File: src/rtl/ee3w_pkg.sv
package ee3w_pkg;

    localparam int ADDR_W  = 6;
    localparam int DATA_W  = 16;
    localparam int OPF_W   = 2;
    localparam int HDR_W   = 1 + OPF_W + ADDR_W;
    localparam int FRAME_W = HDR_W + DATA_W;

    typedef enum logic [2:0] {
        OP_READ       = 3'd0,
        OP_WRITE      = 3'd1,
        OP_ERASE      = 3'd2,
        OP_WR_ENABLE  = 3'd3,
        OP_WR_DISABLE = 3'd4,
        OP_ERASE_ALL  = 3'd5,
        OP_WRITE_ALL  = 3'd6,
        OP_RESERVED   = 3'd7
    } ee_cmd_e;

    typedef enum logic [2:0] {
        ST_IDLE  = 3'd0,
        ST_LEAD  = 3'd1,
        ST_SHIFT = 3'd2,
        ST_RECV  = 3'd3,
        ST_GAP   = 3'd4,
        ST_POLL  = 3'd5,
        ST_DONE  = 3'd6
    } ee_state_e;

    // start bit, operation field, address (or sub-command prefix)
    function automatic logic [HDR_W-1:0] frame_header(ee_cmd_e c, logic [ADDR_W-1:0] a);
        logic [ADDR_W-3:0] z;
        z = '0;
        case (c)
            OP_READ:      return {1'b1, 2'b10, a};
            OP_WRITE:     return {1'b1, 2'b01, a};
            OP_ERASE:     return {1'b1, 2'b11, a};
            OP_WR_ENABLE: return {1'b1, 2'b00, 2'b11, z};
            OP_ERASE_ALL: return {1'b1, 2'b00, 2'b10, z};
            OP_WRITE_ALL: return {1'b1, 2'b00, 2'b01, z};
            default:      return {1'b1, 2'b00, 2'b00, z};
        endcase
    endfunction

    function automatic logic is_program(ee_cmd_e c);
        return (c == OP_WRITE) || (c == OP_ERASE) || (c == OP_ERASE_ALL) || (c == OP_WRITE_ALL);
    endfunction

    function automatic logic carries_data(ee_cmd_e c);
        return (c == OP_WRITE) || (c == OP_WRITE_ALL);
    endfunction

endpackage

File: src/rtl/ee3w_tick.sv
module ee3w_tick #(
    parameter int HALF_CYC = 13
) (
    input  logic clk,
    input  logic rst_n,
    input  logic run,
    output logic tick
);
    localparam int CW = (HALF_CYC > 1) ? $clog2(HALF_CYC) : 1;

    logic [CW-1:0] cnt;

    assign tick = run && (cnt == CW'(HALF_CYC - 1));

    always_ff @(posedge clk or negedge rst_n) begin
        if (!rst_n)
            cnt <= '0;
        else if (!run || tick)
            cnt <= '0;
        else
            cnt <= cnt + 1'b1;
    end

    generate
        if (HALF_CYC > 1) begin : g_spacing
            AST_TICK_SPACING: assert property (@(posedge clk) disable iff (!rst_n)
                tick |=> !tick);
        end
    endgenerate

endmodule

File: src/rtl/ee3w_wdog.sv
module ee3w_wdog #(
    parameter int LIMIT = 500000
) (
    input  logic clk,
    input  logic rst_n,
    input  logic arm,
    output logic expired
);
    localparam int CW = $clog2(LIMIT + 1);

    logic [CW-1:0] cnt;

    assign expired = arm && (cnt == CW'(LIMIT - 1));

    always_ff @(posedge clk or negedge rst_n) begin
        if (!rst_n)
            cnt <= '0;
        else if (!arm)
            cnt <= '0;
        else if (!expired)
            cnt <= cnt + 1'b1;
    end

endmodule

File: src/rtl/ee3w_host.sv
module ee3w_host
    import ee3w_pkg::*;
#(
    parameter int HALF_CYC    = 13,
    parameter int TIMEOUT_CYC = 500000
) (
    input  logic              clk,
    input  logic              rst_n,
    input  logic              cmd_valid,
    input  logic [2:0]        cmd_op,
    input  logic [ADDR_W-1:0] cmd_addr,
    input  logic [DATA_W-1:0] cmd_wdata,
    output logic              cmd_ready,
    output logic              done,
    output logic [DATA_W-1:0] rd_data,
    output logic              err_timeout,
    output logic              sk,
    output logic              cs,
    output logic              di,
    input  logic              do_in
);
    localparam int BCNT_W  = $clog2(FRAME_W);
    localparam int RCNT_W  = $clog2(DATA_W + 2);
    localparam int SAMPLES = DATA_W + 1;

    ee_state_e           state, nxt;
    ee_cmd_e             op_q;
    logic [FRAME_W-1:0]  sh;
    logic [BCNT_W-1:0]   bcnt;
    logic [RCNT_W-1:0]   rcnt;
    logic [DATA_W-1:0]   rsh;
    logic                sk_q;
    logic                tick;
    logic                expired;
    logic                accept;
    logic                last_bit;
    logic                tick_run;
    logic                ready_seen;

    assign accept     = cmd_valid && (state == ST_IDLE);
    assign last_bit   = carries_data(op_q) ? (bcnt == BCNT_W'(FRAME_W - 1))
                                           : (bcnt == BCNT_W'(HDR_W - 1));
    assign tick_run   = (state != ST_IDLE) && (state != ST_DONE);
    assign ready_seen = tick && do_in;

    ee3w_tick #(.HALF_CYC(HALF_CYC)) u_tick (
        .clk   (clk),
        .rst_n (rst_n),
        .run   (tick_run),
        .tick  (tick)
    );

    ee3w_wdog #(.LIMIT(TIMEOUT_CYC)) u_wdog (
        .clk     (clk),
        .rst_n   (rst_n),
        .arm     (state == ST_POLL),
        .expired (expired)
    );

    // next-state decode
    always_comb begin
        nxt = state;
        unique case (state)
            ST_IDLE:  if (accept) nxt = ST_LEAD;
            ST_LEAD:  if (tick) nxt = ST_SHIFT;
            ST_SHIFT: if (tick && sk_q && last_bit)
                          nxt = (op_q == OP_READ) ? ST_RECV : ST_GAP;
            ST_RECV:  if (tick && sk_q && (rcnt == RCNT_W'(SAMPLES))) nxt = ST_GAP;
            ST_GAP:   if (tick) nxt = is_program(op_q) ? ST_POLL : ST_DONE;
            ST_POLL:  if (ready_seen || expired) nxt = ST_DONE;
            ST_DONE:  nxt = ST_IDLE;
            default:  nxt = ST_IDLE;
        endcase
    end

    // state register
    always_ff @(posedge clk or negedge rst_n) begin
        if (!rst_n)
            state <= ST_IDLE;
        else
            state <= nxt;
    end

    // frame, clock and capture registers
    always_ff @(posedge clk or negedge rst_n) begin
        if (!rst_n) begin
            op_q        <= OP_READ;
            sh          <= '0;
            bcnt        <= '0;
            rcnt        <= '0;
            rsh         <= '0;
            rd_data     <= '0;
            err_timeout <= 1'b0;
            sk_q        <= 1'b0;
        end else begin
            unique case (state)
                ST_IDLE: if (accept) begin
                    op_q        <= ee_cmd_e'(cmd_op);
                    sh          <= {frame_header(ee_cmd_e'(cmd_op), cmd_addr),
                                    carries_data(ee_cmd_e'(cmd_op)) ? cmd_wdata : {DATA_W{1'b0}}};
                    bcnt        <= '0;
                    rcnt        <= '0;
                    err_timeout <= 1'b0;
                end
                ST_SHIFT: if (tick) begin
                    if (!sk_q) begin
                        sk_q <= 1'b1;
                    end else begin
                        sk_q <= 1'b0;
                        if (!last_bit) begin
                            sh   <= {sh[FRAME_W-2:0], 1'b0};
                            bcnt <= bcnt + 1'b1;
                        end
                    end
                end
                ST_RECV: if (tick) begin
                    if (!sk_q) begin
                        sk_q <= 1'b1;
                        rcnt <= rcnt + 1'b1;
                        if (rcnt != '0)
                            rsh <= {rsh[DATA_W-2:0], do_in};
                    end else begin
                        sk_q <= 1'b0;
                        if (rcnt == RCNT_W'(SAMPLES))
                            rd_data <= rsh;
                    end
                end
                ST_POLL: if (!ready_seen && expired) err_timeout <= 1'b1;
                default: ;
            endcase
        end
    end

    // outputs
    always_comb begin
        cs        = (state == ST_SHIFT) || (state == ST_RECV) || (state == ST_POLL);
        di        = (state == ST_SHIFT) && sh[FRAME_W-1];
        sk        = sk_q;
        cmd_ready = (state == ST_IDLE);
        done      = (state == ST_DONE);
    end

    AST_DONE_SINGLE: assert property (@(posedge clk) disable iff (!rst_n)
        done |=> !done);
    AST_SK_NEEDS_CS: assert property (@(posedge clk) disable iff (!rst_n)
        !cs |-> !sk);
    AST_SK_ON_TICK: assert property (@(posedge clk) disable iff (!rst_n)
        (sk != $past(sk)) |-> $past(tick));
    AST_DI_ON_FALL: assert property (@(posedge clk) disable iff (!rst_n)
        (cs && $past(cs) && (di != $past(di))) |-> $fell(sk));
    AST_RD_HOLD: assert property (@(posedge clk) disable iff (!rst_n)
        (state == ST_IDLE) |=> $stable(rd_data));
    AST_POLL_AFTER_GAP: assert property (@(posedge clk) disable iff (!rst_n)
        (state == ST_POLL && $past(state) != ST_POLL) |-> $past(!cs));
    AST_ERR_WITH_DONE: assert property (@(posedge clk) disable iff (!rst_n)
        $rose(err_timeout) |-> done);

endmodule

File: config.mk
export PLATFORM = sky130hd
export DESIGN_NAME = ee3w_host
export DESIGN_NICKNAME = d
export VERILOG_FILES = /design/src/rtl/ee3w_pkg.sv /design/src/rtl/ee3w_tick.sv /design/src/rtl/ee3w_wdog.sv /design/src/rtl/ee3w_host.sv
export SDC_FILE = /design/constraint.sdc
export NUM_CORES = 1
export LEC_CHECK = 0
export ABC_AREA = 1
export BUFFER_PORTS_ARGS = -buffer_cell sky130_fd_sc_hd__buf_2
export CAP_MARGIN = 30
export CORE_ASPECT_RATIO = 0.75
export CORE_MARGIN = 3
export CORE_UTILIZATION = 55
export CTS_BUF_LIST = sky130_fd_sc_hd__clkbuf_4 sky130_fd_sc_hd__clkbuf_8
export CTS_CLUSTER_SIZE = 28
export DETAILED_ROUTE_END_ITERATION = 6
export PLACE_DENSITY = 0.72
export SLEW_MARGIN = 20
export SYNTH_ARGS = -nofsm -noshare
export SYNTH_HDL_FRONTEND = slang
export SYNTH_SLANG_ARGS = --single-unit
File: constraint.sdc
create_clock -name clk -period 1.89 [get_ports clk]
set_input_delay 0.0945 -clock clk [delete_from_list [all_inputs] [get_ports clk]]
set_output_delay 0.0945 -clock clk [all_outputs]
set_load 0.02 [all_outputs]
==> flow_summary.yaml <==
finish:
  nNetsFinal: 714
  area_growth_pct: 15.4
  final_cell_mix: "nand2_1, dfrtp_1, inv_1, o21ai_0, buf_2"
  regArea_mm2: 0.00245
  num-fill-cells: 716
  multi_input_area_mm2: 0.00200
  insertedDiodeCount: 0
  final_common_cell: "nand2_1"
  drive_gt1_share_pct: 14.9
worst_setup_path:
  worstPathRequired_ps: 2160
  cp-end-kind: "flop"
  r2r_slack_ps: 110
  cp-start-kind: "flop"
  max_stage_delay_ps: 420
  crit_arrival_ps: 2050
  cp-endpoint: "sh[20]"
  timing.rr.end: "sh[20]"
  crit_type: "reg2reg"
  crit_slowest_cell: "dfrtp_1"
  path_cells: "inv_1 > ha_1 > inv_1 > nor2_4 > nand3_4 > nor2_4 > nand3_4 > nand2_4 > buf_8 > inv_2 > nand2_1 > nand2_1"
  r2r-start: "u_tick.cnt[0]"
  worstSetupStartpoint: "u_tick.cnt[0]"
  crit_fanout: 13
  rr_worst_depth: 12
global_routing:
  grt_pass1_wl_um: 17100
  grt_pass1_vias: 3711
  grt_usage_pct: 21.3
  grt_max_degree: 41
  antenna_found_initial: 0
  overflow: 0
logic_synthesis:
  synth_nets: 651
  synth_area_per_cell_um2: 7.99
  yosysUniqueCellTypes: 33
  ys_ff_latch: 98
  ys_seq_area_share_pct: 50.2
  syn_inst: 611
  syn_area_mm2: 0.00488
  yosysWarnings: 0
die:
  start_util_pct: 57.0
  row_count: 29
  coreArea_mm2: 0.00856
  pin_count: 51
  dieHeight_um: 87.6
  die_w_um: 115
  dieArea_mm2: 0.0101
sta:
  rsz0062_at_grt: "true"
  finalMaxSlewViolations: 0
  slew_headroom_pct: 66.9
  fmax_ghz: 0.561
  setup_viol: 0
  finClkSkew_ps: 16.6
  final.setup.worst_slack_ps: 108
  finalCritPeriodShare_pct: 94.3
  layout_min_cycle_time_ps: 1780
  worstMarginPinSlew_ps: 496
  hold_viol: 0
pwr:
  p_total_w: 0.00573
  p_leak_nw: 2.72
  p_per_area_mw_per_mm2: 1020
  ir_worst_vdd_v: 0.000599
status:
  status: "finished, final reports clean"
route:
  drt_iter0_drc: 276
  drt_wl_total_um: 10200
  drtPass1Iterations: 5
  antenna_left: 0
  num_vias: 4085
  wire_per_inst_um: 13.0
  vias_per_cell: 5.19
  post-route-drc-count: 0
clock_tree:
  clk_pin_slew_ps: 110
  cts_buffers: 9
  htreeDepth: 3
  clock_latency_ps: 380
  clock_path_buffers: 2
  cts_tree: "done"
  cts_sinks: 98
  root_buffer: "clkbuf_8"
place:
  pre_cts_slack_ps: -21.3
  hpwl_um: 7330
  globalplace.congestion: 0.875
  portBuffers: 50
min_path:
  min_path_type: "in2reg"
run:
  max-cap-violations: 0
## worst max-delay path, delay by kind of cell (launching register included)
family	cells	cell delay (ps)
DFF	1	420
and+or+nand+nor	7	780
adders and majority gates	1	140
buffers and inverters	4	340
## per-layer routing
metal / vias to the layer above / wire length, um / track usage (%)
met4: 0 / 82 / 6.08
met3: 5 / 430 / 4.97
met2: 80 / 4430 / 31.6
met5: - / 0 / 0
li1: 2084 / - / -
met1: 1916 / 5290 / 31.6
## how the worst min path moves through the flow
stage / start / to / slack (ps) / depth (start not counted)
final: cmd_wdata[5] / sh[5] / 60 / 5
after global routing: cmd_wdata[5] / sh[5] / 70 / 5
after CTS: cmd_wdata[5] / sh[5] / 50 / 5
after detailed placement: rst_n / u_wdog.cnt[5] / 8 / 1
after global placement: rst_n / u_wdog.cnt[5] / 10 / 1
after floorplan: rst_n / bcnt[0] / -200 / 0
## per-stage QoR
step / hold WS, ps / util, % / setup TNS (ps) / std cells / cell area, um2
2_1_floorplan: -201 / - / 0 / 611 / 4880
3_3_place_gp: 11.1 / 61.9 / 0 / 763 / 5300
3_5_place_dp: 8.10 / 61.9 / -31.3 / 763 / 5300
4_1_cts: 45.2 / 64.8 / 0 / 783 / 5550
5_1_grt: 69.8 / 65.9 / -167 / 787 / 5640
6_report: 63.3 / 65.9 / 0 / 787 / 5640
## Yosys cell counts
library cell / count / share of area (%)
nand2_1: 126 / 9.7
dfrtp_1: 98 / 50
inv_1: 94 / 7.2
o21ai_0: 54 / 5.5
nor2_1: 49 / 3.8
nand3_1: 45 / 4.6
o21ai_1: 44 / 4.5
a21oi_1: 19 / 1.9
buf_2: 11 / 1.1
ha_1: 11 / 2.8
nor3_1: 8 / 0.82
xor2_1: 6 / 1.1
inv_2: 5 / 0.38
nand4_1: 4 / 0.51
nor3b_1: 4 / 0.61
o211ai_1: 4 / 0.61
buf_4: 3 / 0.46
clkbuf_1: 3 / 0.23
nand2_2: 3 / 0.38
nand3_2: 3 / 0.61
nor2_2: 3 / 0.38
o21bai_1: 2 / 0.31
xnor2_1: 2 / 0.36
a22oi_2: 1 / 0.26
and3_1: 1 / 0.13
buf_6: 1 / 0.23
nand2_4: 1 / 0.23
nand3b_1: 1 / 0.15
nor3_2: 1 / 0.20
nor4_1: 1 / 0.13
o211a_1: 1 / 0.20
o21a_1: 1 / 0.15
o22ai_1: 1 / 0.13
## cell families after synthesis
kind of cell / after synthesis / share of synthesized area (%)
AOI/OAI and AO/OA: 127 / 13.7
xor gates and xnor gates: 8 / 1.43
adders and majority gates: 11 / 2.82
buffers and inverters: 117 / 9.66
DFF: 98 / 50.2
and+or+nand+nor: 250 / 22.2
## state kept, by name, summed over array words and instances (netlist names), 3 cells and up
name / cells
bcnt: 5
op_q: 3
rcnt: 5
rd_data: 16
rsh: 16
sh: 25
state: 3
u_tick.cnt: 4
u_wdog.cnt: 19
## report_power, final
part | switching [W] | internal, W
Combinational | 0.00114 | 0.000630
Sequential | 0.000182 | 0.00242
Clock | 0.000841 | 0.000527
## final cells by class
type / count / share of cell area (%)
clock inverter: 7 / 1.40
clock buffer: 9 / 2.20
multi-input combinational: 396 / 35.4
tap: 108 / 2.40
sequential: 98 / 43.5
inverter: 99 / 6.59
timing repair buffer: 70 / 8.50
## repair_timing
action                                  in CTS  in global routing
cloned                                       0                  1
hold endpoints to repair                   101                  0
pin swaps                                    0                  3
gates resized for setup                      1                  9
endpoints found under the setup margin       6                 58
hold buffers                                 4                  0
buffers inserted                             0                  3
(Power assumes the default switching activity.)
